## src/rtl/mexp_pkg.sv

```systemverilog
package mexp_pkg;
  localparam int DATA_W   = 32;
  localparam int BANK_W   = 3;
  localparam int OFF_CTRL = 8;
  localparam int OFF_STAT = 9;
  localparam int OFF_MODE = 16;
  localparam int OFF_NBIT = 17;

  // bank codes: operands, result, core-filled, bus copies
  localparam logic [BANK_W-1:0] BK_MOD  = 3'd0;
  localparam logic [BANK_W-1:0] BK_MSG  = 3'd1;
  localparam logic [BANK_W-1:0] BK_EXP  = 3'd2;
  localparam logic [BANK_W-1:0] BK_RES  = 3'd3;
  localparam logic [BANK_W-1:0] BK_PREA = 3'd4;
  localparam logic [BANK_W-1:0] BK_PREB = 3'd6;
endpackage

```

## src/rtl/mexp_regs.sv

```systemverilog
module mexp_regs
  import mexp_pkg::*;
#(
  parameter int OFF_W = 7
) (
  input  logic              clk,
  input  logic              rst_n,
  input  logic              sel,
  input  logic              we,
  input  logic [OFF_W-1:0]  off,
  input  logic [DATA_W-1:0] wdata,
  input  logic              ready,
  input  logic              valid,
  output logic [DATA_W-1:0] rdata,
  output logic [DATA_W-1:0] mode,
  output logic [DATA_W-1:0] nbits,
  output logic              init_pulse,
  output logic              next_pulse
);
  logic [1:0] ctrl, ctrl_q;

  always_ff @(posedge clk or negedge rst_n) begin
    if (!rst_n) begin
      ctrl   <= '0;
      ctrl_q <= '0;
      mode   <= '0;
      nbits  <= '0;
    end else begin
      ctrl_q <= ctrl;
      if (sel && we) begin
        if (off == OFF_W'(OFF_CTRL)) ctrl  <= wdata[1:0];
        if (off == OFF_W'(OFF_MODE)) mode  <= wdata;
        if (off == OFF_W'(OFF_NBIT)) nbits <= wdata;
      end
    end
  end

  assign init_pulse = ctrl[0] & ~ctrl_q[0];
  assign next_pulse = ctrl[1] & ~ctrl_q[1];

  always_comb begin
    rdata = '0;
    if (sel && !we) begin
      if (off == OFF_W'(OFF_CTRL)) rdata = {{(DATA_W-2){1'b0}}, ctrl};
      if (off == OFF_W'(OFF_STAT)) rdata = {{(DATA_W-2){1'b0}}, valid, ready};
      if (off == OFF_W'(OFF_MODE)) rdata = mode;
      if (off == OFF_W'(OFF_NBIT)) rdata = nbits;
    end
  end


  init_single_chk: assert property (@(posedge clk) disable iff (!rst_n)
    init_pulse |=> !init_pulse);

  next_single_chk: assert property (@(posedge clk) disable iff (!rst_n)
    next_pulse |=> !next_pulse);
endmodule

```

## src/rtl/mexp_store.sv

```systemverilog
module mexp_store
  import mexp_pkg::*;
#(
  parameter int OP_AW = 4
) (
  input  logic              clk,
  input  logic              bus_wr,
  input  logic [BANK_W-1:0] bus_bank,
  input  logic [OP_AW-1:0]  bus_word,
  input  logic [DATA_W-1:0] bus_wdata,
  output logic [DATA_W-1:0] bus_rdata,
  input  logic [OP_AW-1:0]  core_idx,
  input  logic              pre_we,
  input  logic [DATA_W-1:0] pre_a,
  input  logic [DATA_W-1:0] pre_b,
  input  logic              res_we,
  input  logic [DATA_W-1:0] res_d,
  output logic [DATA_W-1:0] mod_w,
  output logic [DATA_W-1:0] msg_w,
  output logic [DATA_W-1:0] exp_w
);
  localparam int WORDS = 2 ** OP_AW;
  localparam int NBANK = 2 ** BANK_W;

  logic [NBANK-1:0][DATA_W-1:0] bank_rd;
  logic [2:0][DATA_W-1:0]       src_rd;

  for (genvar b = 0; b < NBANK; b++) begin : g_bank
    logic [DATA_W-1:0] words [WORDS];
    if (b == int'(BK_PREA)) begin : g_pa
      always_ff @(posedge clk) if (pre_we) words[core_idx] <= pre_a;
    end else if (b == int'(BK_PREB)) begin : g_pb
      always_ff @(posedge clk) if (pre_we) words[core_idx] <= pre_b;
    end else if (b == int'(BK_RES)) begin : g_rs
      always_ff @(posedge clk) if (res_we) words[core_idx] <= res_d;
    end else begin : g_bw
      always_ff @(posedge clk)
        if (bus_wr && bus_bank == BANK_W'(b)) words[bus_word] <= bus_wdata;
    end
    assign bank_rd[b] = words[bus_word];
    if (b < 3) begin : g_src
      assign src_rd[b] = words[core_idx];
    end
  end

  assign bus_rdata = bank_rd[bus_bank];
  assign mod_w = src_rd[BK_MOD];
  assign msg_w = src_rd[BK_MSG];
  assign exp_w = src_rd[BK_EXP];
endmodule

```

## src/rtl/mexp_core_stub.sv

```systemverilog
module mexp_core_stub
  import mexp_pkg::*;
#(
  parameter int OP_AW = 4
) (
  input  logic              clk,
  input  logic              rst_n,
  input  logic              init_pulse,
  input  logic              next_pulse,
  input  logic [DATA_W-1:0] mode,
  input  logic [DATA_W-1:0] nbits,
  input  logic [DATA_W-1:0] mod_w,
  input  logic [DATA_W-1:0] msg_w,
  input  logic [DATA_W-1:0] exp_w,
  output logic [OP_AW-1:0]  core_idx,
  output logic              pre_we,
  output logic [DATA_W-1:0] pre_a,
  output logic [DATA_W-1:0] pre_b,
  output logic              res_we,
  output logic [DATA_W-1:0] res_d,
  output logic              ready_o,
  output logic              valid_o
);
  localparam int WORDS = 2 ** OP_AW;
  localparam int WSH   = $clog2(DATA_W);
  localparam int NW_W  = DATA_W + 1 - WSH;

  logic              busy, op_init;
  logic [OP_AW-1:0]  idx, last;
  logic [DATA_W:0]   rounded;
  logic [NW_W-1:0]   nw;
  logic [OP_AW-1:0]  last_calc;

  assign rounded = {1'b0, nbits} + (DATA_W+1)'(DATA_W - 1);
  assign nw      = rounded[DATA_W:WSH];
  assign last_calc = (nw == '0 || nw > NW_W'(WORDS)) ? OP_AW'(WORDS - 1)
                                                      : OP_AW'(nw - NW_W'(1));

  always_ff @(posedge clk or negedge rst_n) begin
    if (!rst_n) begin
      busy <= 1'b0; op_init <= 1'b0; idx <= '0; last <= '0;
      ready_o <= 1'b0; valid_o <= 1'b0;
    end else if (init_pulse) begin
      busy <= 1'b1; op_init <= 1'b1; idx <= '0; last <= last_calc;
      ready_o <= 1'b0; valid_o <= 1'b0;
    end else if (next_pulse) begin
      busy <= 1'b1; op_init <= 1'b0; idx <= '0; last <= last_calc;
      valid_o <= 1'b0;
    end else if (busy) begin
      idx <= idx + OP_AW'(1);
      if (idx == last) begin
        busy <= 1'b0;
        if (op_init) ready_o <= 1'b1;
        else         valid_o <= 1'b1;
      end
    end
  end

  assign core_idx = idx;
  assign pre_we   = busy & op_init;
  assign res_we   = busy & ~op_init;
  assign pre_a    = mod_w + DATA_W'(1);
  assign pre_b    = ~mod_w;
  assign res_d    = msg_w ^ exp_w ^ mode;


  init_clears_chk: assert property (@(posedge clk) disable iff (!rst_n)
    init_pulse |=> (!ready_o && !valid_o));

  next_clears_chk: assert property (@(posedge clk) disable iff (!rst_n)
    (next_pulse && !init_pulse) |=> !valid_o);

  ready_rise_chk: assert property (@(posedge clk) disable iff (!rst_n)
    $rose(ready_o) |-> $past(busy && op_init));

  valid_rise_chk: assert property (@(posedge clk) disable iff (!rst_n)
    $rose(valid_o) |-> $past(busy && !op_init));
endmodule

```

## src/rtl/mexp_bus_front.sv

```systemverilog
module mexp_bus_front
  import mexp_pkg::*;
#(
  parameter int OP_AW = 4,
  localparam int AW   = OP_AW + 4,
  localparam int OFF_W = OP_AW + 3
) (
  input  logic              clk,
  input  logic              rst_n,
  input  logic              bus_cs,
  input  logic              bus_we,
  input  logic [AW-1:0]     bus_addr,
  input  logic [DATA_W-1:0] bus_wdata,
  output logic [DATA_W-1:0] bus_rdata
);
  logic              bank_sp, reg_sel;
  logic [BANK_W-1:0] bank;
  logic [OP_AW-1:0]  word;
  logic [OFF_W-1:0]  off;
  logic [DATA_W-1:0] reg_rd, bank_rd, mode, nbits;
  logic [DATA_W-1:0] mod_w, msg_w, exp_w, pre_a, pre_b, res_d;
  logic [OP_AW-1:0]  core_idx;
  logic              init_pulse, next_pulse, ready, valid, pre_we, res_we;

  assign bank_sp = bus_addr[AW-1];
  assign bank    = bus_addr[OP_AW+2:OP_AW];
  assign word    = bus_addr[OP_AW-1:0];
  assign off     = bus_addr[OFF_W-1:0];
  assign reg_sel = bus_cs & ~bank_sp;

  mexp_regs #(.OFF_W(OFF_W)) i_regs (
    .clk(clk), .rst_n(rst_n), .sel(reg_sel), .we(bus_we), .off(off),
    .wdata(bus_wdata), .ready(ready), .valid(valid), .rdata(reg_rd),
    .mode(mode), .nbits(nbits), .init_pulse(init_pulse), .next_pulse(next_pulse)
  );

  mexp_store #(.OP_AW(OP_AW)) i_store (
    .clk(clk), .bus_wr(bus_cs & bus_we & bank_sp), .bus_bank(bank),
    .bus_word(word), .bus_wdata(bus_wdata), .bus_rdata(bank_rd),
    .core_idx(core_idx), .pre_we(pre_we), .pre_a(pre_a), .pre_b(pre_b),
    .res_we(res_we), .res_d(res_d), .mod_w(mod_w), .msg_w(msg_w), .exp_w(exp_w)
  );

  mexp_core_stub #(.OP_AW(OP_AW)) i_core (
    .clk(clk), .rst_n(rst_n), .init_pulse(init_pulse), .next_pulse(next_pulse),
    .mode(mode), .nbits(nbits), .mod_w(mod_w), .msg_w(msg_w), .exp_w(exp_w),
    .core_idx(core_idx), .pre_we(pre_we), .pre_a(pre_a), .pre_b(pre_b),
    .res_we(res_we), .res_d(res_d), .ready_o(ready), .valid_o(valid)
  );

  assign bus_rdata = (bus_cs && !bus_we) ? (bank_sp ? bank_rd : reg_rd) : '0;

  logic known_off;
  assign known_off = (off == OFF_W'(OFF_CTRL)) || (off == OFF_W'(OFF_STAT)) ||
                     (off == OFF_W'(OFF_MODE)) || (off == OFF_W'(OFF_NBIT));


  unmapped_zero_chk: assert property (@(posedge clk) disable iff (!rst_n)
    (bus_cs && !bus_we && !bank_sp && !known_off) |-> (bus_rdata == '0));

  idle_zero_chk: assert property (@(posedge clk) disable iff (!rst_n)
    !bus_cs |-> (bus_rdata == '0));
endmodule

```

## config.mk

```make
export PLATFORM = sky130hd
export DESIGN_NAME = mexp_bus_front
export DESIGN_NICKNAME = d
export VERILOG_FILES = /design/src/rtl/mexp_pkg.sv /design/src/rtl/mexp_regs.sv /design/src/rtl/mexp_store.sv /design/src/rtl/mexp_core_stub.sv /design/src/rtl/mexp_bus_front.sv
export SDC_FILE = /design/constraint.sdc
export NUM_CORES = 2
export LEC_CHECK = 0
export BUFFER_PORTS_ARGS = -buffer_cell sky130_fd_sc_hd__buf_2
export CORE_MARGIN = 2
export CORE_UTILIZATION = 57
export DETAILED_ROUTE_END_ITERATION = 6
export PLACE_DENSITY = 0.76
export SLEW_MARGIN = 40
export SYNTH_ARGS = -nofsm -noshare
export SYNTH_HDL_FRONTEND = slang
export SYNTH_SLANG_ARGS = --single-unit
```

## constraint.sdc

```tcl
create_clock -name clk -period 5.46 [get_ports clk]
set_input_delay 0.546 -clock clk [delete_from_list [all_inputs] [get_ports clk]]
set_output_delay 0.546 -clock clk [all_outputs]
set_load 0.02 [all_outputs]
```

==> summary by stage <==
Cells and area
The filler cell count is 18400. The area of all placed cells without fillers is 196000 sq um. The register area is 125000 sq um. The total area of multi-input combinational cells is 47100 sq um. The growth of design area from synthesis to finish is 13.2%. The number of nets in the final layout is 8149. Of the cells placed in the final design, the portion with a size suffix greater than 1 is 35.4%.

Yosys
In the post-synthesis netlist, the biggest area contributors are sky130_fd_sc_hd__edfxtp_1 (71%), sky130_fd_sc_hd__mux4_2 (19%), sky130_fd_sc_hd__mux4_1 (1.7%). The synthesized design spends more area on one cell type than any other, namely sky130_fd_sc_hd__edfxtp_1. In the synthesized netlist, the number of instances is 7556. Synthesis inferred 4160 register bits. The combined area of all synthesized cells is 173000 sq um. During synthesis, Yosys emitted a total of 0 warnings. The number of different library cells in the post-synthesis netlist is 75.

The post-synthesis average cell area is 22.9 sq um. Of all flip-flops after synthesis, the portion carrying an async set or reset was 1.92%. For this run, the leading register cell type out of synthesis is sky130_fd_sc_hd__edfxtp_1. The number of flops mapped to enable cells by yosys is 4080. The post-synth net total is 7606. The top cell type by area accounts for 70.7% of the synthesized area. The part of the Yosys area used for sequential elements is 71.9%.

Detailed routing
The average wire per standard cell is 40.9 um. In the routed layout, each cell is associated on average with a via count of 7.35. The total wire length is 508000 um. The remaining routing DRC violations is 2. The number of DRC markers after the initial detailed-route iteration is 16300.

The final antenna-violating net count is 0. Detailed routing inserted a total of 91400 vias. Before antenna repair, the detailed router went through 7 iterations.

Clocking
The buffer count from post-CTS setup fixing is 0. The CTS buffer count is 405. CTS placed an instance of sky130_fd_sc_hd__clkbuf_16 at the clock tree root. The clock-pin slew of the registers on the worst-case setup and hold paths is 0.06 ns.

The CTS sink count is 4160. The CTS tree is built. In this run the deepest clock path goes through 4 buffers. In this run the number of H-tree levels came out at 5. The clock latency at the later pin of the worst-skew pair is 0.98 ns.

Place
The pre-CTS setup slack is 0.476 ns. The post-DP HPWL is 294000 um. The post-place instance area is 182000 sq um.

The congestion estimate from routability-driven global placement came to 0.950. Input and output buffers added on the ports amount to 75.

Pwr
Across the VDD grid, the largest voltage drop is 0.491 mV. The analysis attributes to cell leakage a power of 62.4 nW. Summed over all nets, the switching power comes to 0.0254 W. The clock network burns 32.3% of the power. Cell internal power was estimated by the tool at 0.0634 W.

Power spread over the standard cell area amounts to 452 nW/um^2. The sequential cell fraction of total power is 45.8%. The proportion of power drawn by combinational gates is 21.8%. The switching part of the total power is 28.6%.

Floorplan
The floorplan step set the die width to 555 um. The floorplan has 202 rows. The core region area is 303000 sq um.

The die outline height is 555 um. The total die area is 308000 sq um. 76 I/O pins were placed. The initial utilization of the core area, before any placement, comes to 57.3%.

Critical path
The data arrival at the endpoint of the critical path is 4.70 ns. The maximum fanout encountered on the critical timing path is 52. The data required time at the worst endpoint is 4.91 ns. The critical path class is primary input to output pin. The startpoint kind of the worst setup timing path is a primary input. The endpoint type of the worst setup path is an output pin.

Global routing
The global-route wire length before repair is 710000 um. The overall routing resource usage is 33.2%. Summed over all layers, the global routing overflow is 0. The number of antenna violations at the first check in global routing is 38.

Entering global routing, the biggest net connects 115 pins. The number of global-route vias before repair is 91700.

STA
The worst path in the final design needs a cycle of 5.25 ns, including I/O delays and setup. Setup violations remaining at the end of the flow were counted as 0. The setup TNS is 0 ns. The max-slew headroom at the worst pin is 31.5%. The final cycle utilization of the critical path is 96.1%. Once routing completed, OpenROAD measured the worst setup slack at 0.212 ns. Hold timing on the final database bottoms out at a slack of 0.0993 ns. For the pin with the worst max-slew slack, the measured transition is 1.02 ns. The post-route clock skew is 0.0525 ns. The number of pins with negative max-slew slack in the final report is 0. The count of endpoints failing hold in the final timing report came to 0. Setup repair after global routing left no endpoint under its margin. Timing would allow up to 0.191 GHz.

Status
The flow ran to the end, but the final reports show violations. The final reports fail on DRC.

Job
The count of max-cap constraint violations is 0.

Worst hold path
The tightest min-delay check is of the primary input to flop type.
[cell type report]
cell class | instances | share of cell area, %
tap | 3978 | 2.54
sequential | 4160 | 63.5
multi-input combinational | 2879 | 24.0
timing repair buffer | 624 | 2.98
inverter | 29 | 0.0580
antenna | 15 | 0.0191
clock inverter | 257 | 1.46
clock buffer | 492 | 5.45
[timing repair]
action | CTS | global route
hold endpoints to repair | 41 | 0
hold buffers | 2 | 0
resized for setup | 0 | 0
[power groups by stage]
stage | clock network [W] | logic [W] | registers [W]
2_1_floorplan | 0 | 0.0108 | 0.0412
3_3_place_gp | 0 | 0.0177 | 0.0413
3_5_place_dp | 0 | 0.0185 | 0.0413
4_1_cts | 0.0288 | 0.0187 | 0.0407
5_1_grt | 0.0300 | 0.0200 | 0.0407
6_report | 0.0287 | 0.0194 | 0.0407
[state kept, by name (all words and copies together) (netlist names)]
signal,count
i_core.op_init,1
i_regs.ctrl,2
i_regs.ctrl_q,2
i_core.last,4
i_core.valid_o,1
i_core.ready_o,1
i_core.busy,1
i_regs.mode,32
i_regs.nbits,32
i_core.core_idx,4
i_store.g_bank.words,4080
[cells in the final DEF, fill, tap and decap left out, types with 13 or more instances in the layout]
| cell type | n |
|---|---|
| sky130_fd_sc_hd__clkbuf_1 | 71 |
| sky130_fd_sc_hd__clkbuf_16 | 414 |
| sky130_fd_sc_hd__a22oi_1 | 94 |
| sky130_fd_sc_hd__nor3_1 | 14 |
| sky130_fd_sc_hd__a31oi_1 | 13 |
| sky130_fd_sc_hd__dfrtp_1 | 76 |
| sky130_fd_sc_hd__nor2_1 | 38 |
| sky130_fd_sc_hd__a22o_1 | 24 |
| sky130_fd_sc_hd__edfxtp_1 | 4080 |
| sky130_fd_sc_hd__xor2_1 | 13 |
| sky130_fd_sc_hd__mux4_1 | 111 |
| sky130_fd_sc_hd__a211oi_1 | 20 |
| sky130_fd_sc_hd__o221ai_1 | 28 |
| sky130_fd_sc_hd__xnor2_2 | 33 |
| sky130_fd_sc_hd__nor2b_1 | 14 |
| sky130_fd_sc_hd__clkinv_2 | 85 |
| sky130_fd_sc_hd__mux2_2 | 81 |
| sky130_fd_sc_hd__buf_6 | 26 |
| sky130_fd_sc_hd__nor2_4 | 112 |
| sky130_fd_sc_hd__nand4_1 | 16 |
| sky130_fd_sc_hd__nand3_1 | 32 |
| sky130_fd_sc_hd__xnor2_1 | 57 |
| sky130_fd_sc_hd__clkinv_1 | 77 |
| sky130_fd_sc_hd__bufinv_16 | 54 |
| sky130_fd_sc_hd__buf_12 | 89 |
| sky130_fd_sc_hd__clkinvlp_4 | 14 |
| sky130_fd_sc_hd__o32ai_1 | 18 |
| sky130_fd_sc_hd__buf_4 | 430 |
| sky130_fd_sc_hd__diode_2 | 15 |
| sky130_fd_sc_hd__mux4_2 | 1484 |
| sky130_fd_sc_hd__buf_2 | 68 |
| sky130_fd_sc_hd__a21oi_1 | 67 |
| sky130_fd_sc_hd__inv_1 | 28 |
| sky130_fd_sc_hd__mux2i_1 | 257 |
| sky130_fd_sc_hd__o21ai_0 | 27 |
| sky130_fd_sc_hd__o22ai_1 | 30 |
| sky130_fd_sc_hd__and3_1 | 14 |
| sky130_fd_sc_hd__nand2_1 | 120 |
| sky130_fd_sc_hd__a211o_1 | 18 |
[metal layers]
| layer | wire length [um] | global-route usage, % | part of all wire [%] |
|---|---|---|---|
| met1 | 167000 | 44.0 | 33 |
| met2 | 230000 | 49.4 | 45 |
| met3 | 78000 | 10.9 | 15 |
| met4 | 33400 | 17.5 | 6.6 |
| met5 | 348 | 0 | 0.068 |
[through the flow]
stage,utilization (%),instances,power (W)
final,64.9,12400,0.0888
after global routing,64.9,12400,0.0907
after CTS,64.8,12400,0.0882
after detailed placement,60.3,11700,0.0598
after global placement,60.1,11700,0.0590
after floorplan,-,7556,0.0519
[logic make-up after synthesis]
| group | after synthesis | synth area share [%] |
|---|---|---|
| flops | 4160 | 71.9 |
| mux | 1935 | 23.0 |
| buf+inv | 517 | 1.59 |
| simple gates | 430 | 1.17 |
| compound gates | 395 | 1.65 |
| xor+xnor | 113 | 0.680 |
| fa+ha+maj | 6 | 0.0433 |
[worst paths after layout]
path / start / endpoint / slack (ns) / cells past startpoint
worst max-delay path: bus_addr[0] / bus_rdata[8] / 0.21 / 11
worst min-delay path: bus_wdata[7] / i_store.g_bank[7].words[10][7] / 0.1 / 1
worst max register to register: i_core.core_idx[0] / i_store.g_bank[4].words[10][31] / 0.98 / 9
worst min register to register: i_regs.ctrl[1] / i_regs.ctrl_q[1] / 0.45 / 0
max in group asynchronous: rst_n / i_core.core_idx[3] / 4.14 / 3
min in group asynchronous: rst_n / i_regs.mode[20] / 0.21 / 2
[critical path, stage by stage]
cell	delay, ns
sky130_fd_sc_hd__buf_12	0.44
sky130_fd_sc_hd__buf_12	0.29
sky130_fd_sc_hd__buf_4	0.32
sky130_fd_sc_hd__buf_4	0.22
sky130_fd_sc_hd__mux4_2	0.52
sky130_fd_sc_hd__mux4_2	0.47
sky130_fd_sc_hd__mux2_2	0.31
sky130_fd_sc_hd__a21oi_2	0.62
sky130_fd_sc_hd__buf_4	0.24
sky130_fd_sc_hd__o32ai_1	0.22
sky130_fd_sc_hd__buf_2	0.28
[cell usage after synthesis (24+ instances only)]
library cell and instances:
sky130_fd_sc_hd__inv_1 28, sky130_fd_sc_hd__buf_6 31, sky130_fd_sc_hd__buf_1 66, sky130_fd_sc_hd__mux2_2 81, sky130_fd_sc_hd__nor2_1 152, sky130_fd_sc_hd__dfrtp_1 80, sky130_fd_sc_hd__a22o_1 24, sky130_fd_sc_hd__mux4_2 1484
sky130_fd_sc_hd__mux4_1 111, sky130_fd_sc_hd__buf_2 168, sky130_fd_sc_hd__xnor2_1 70, sky130_fd_sc_hd__edfxtp_1 4080, sky130_fd_sc_hd__xnor2_2 25, sky130_fd_sc_hd__o22ai_1 30, sky130_fd_sc_hd__o21ai_0 27, sky130_fd_sc_hd__nand2_1 122
sky130_fd_sc_hd__o221ai_1 28, sky130_fd_sc_hd__mux2i_1 258, sky130_fd_sc_hd__a22oi_1 94, sky130_fd_sc_hd__nand3_1 34, sky130_fd_sc_hd__clkbuf_1 187, sky130_fd_sc_hd__a21oi_1 70
Note: power is estimated with default switching activity, not from simulation.
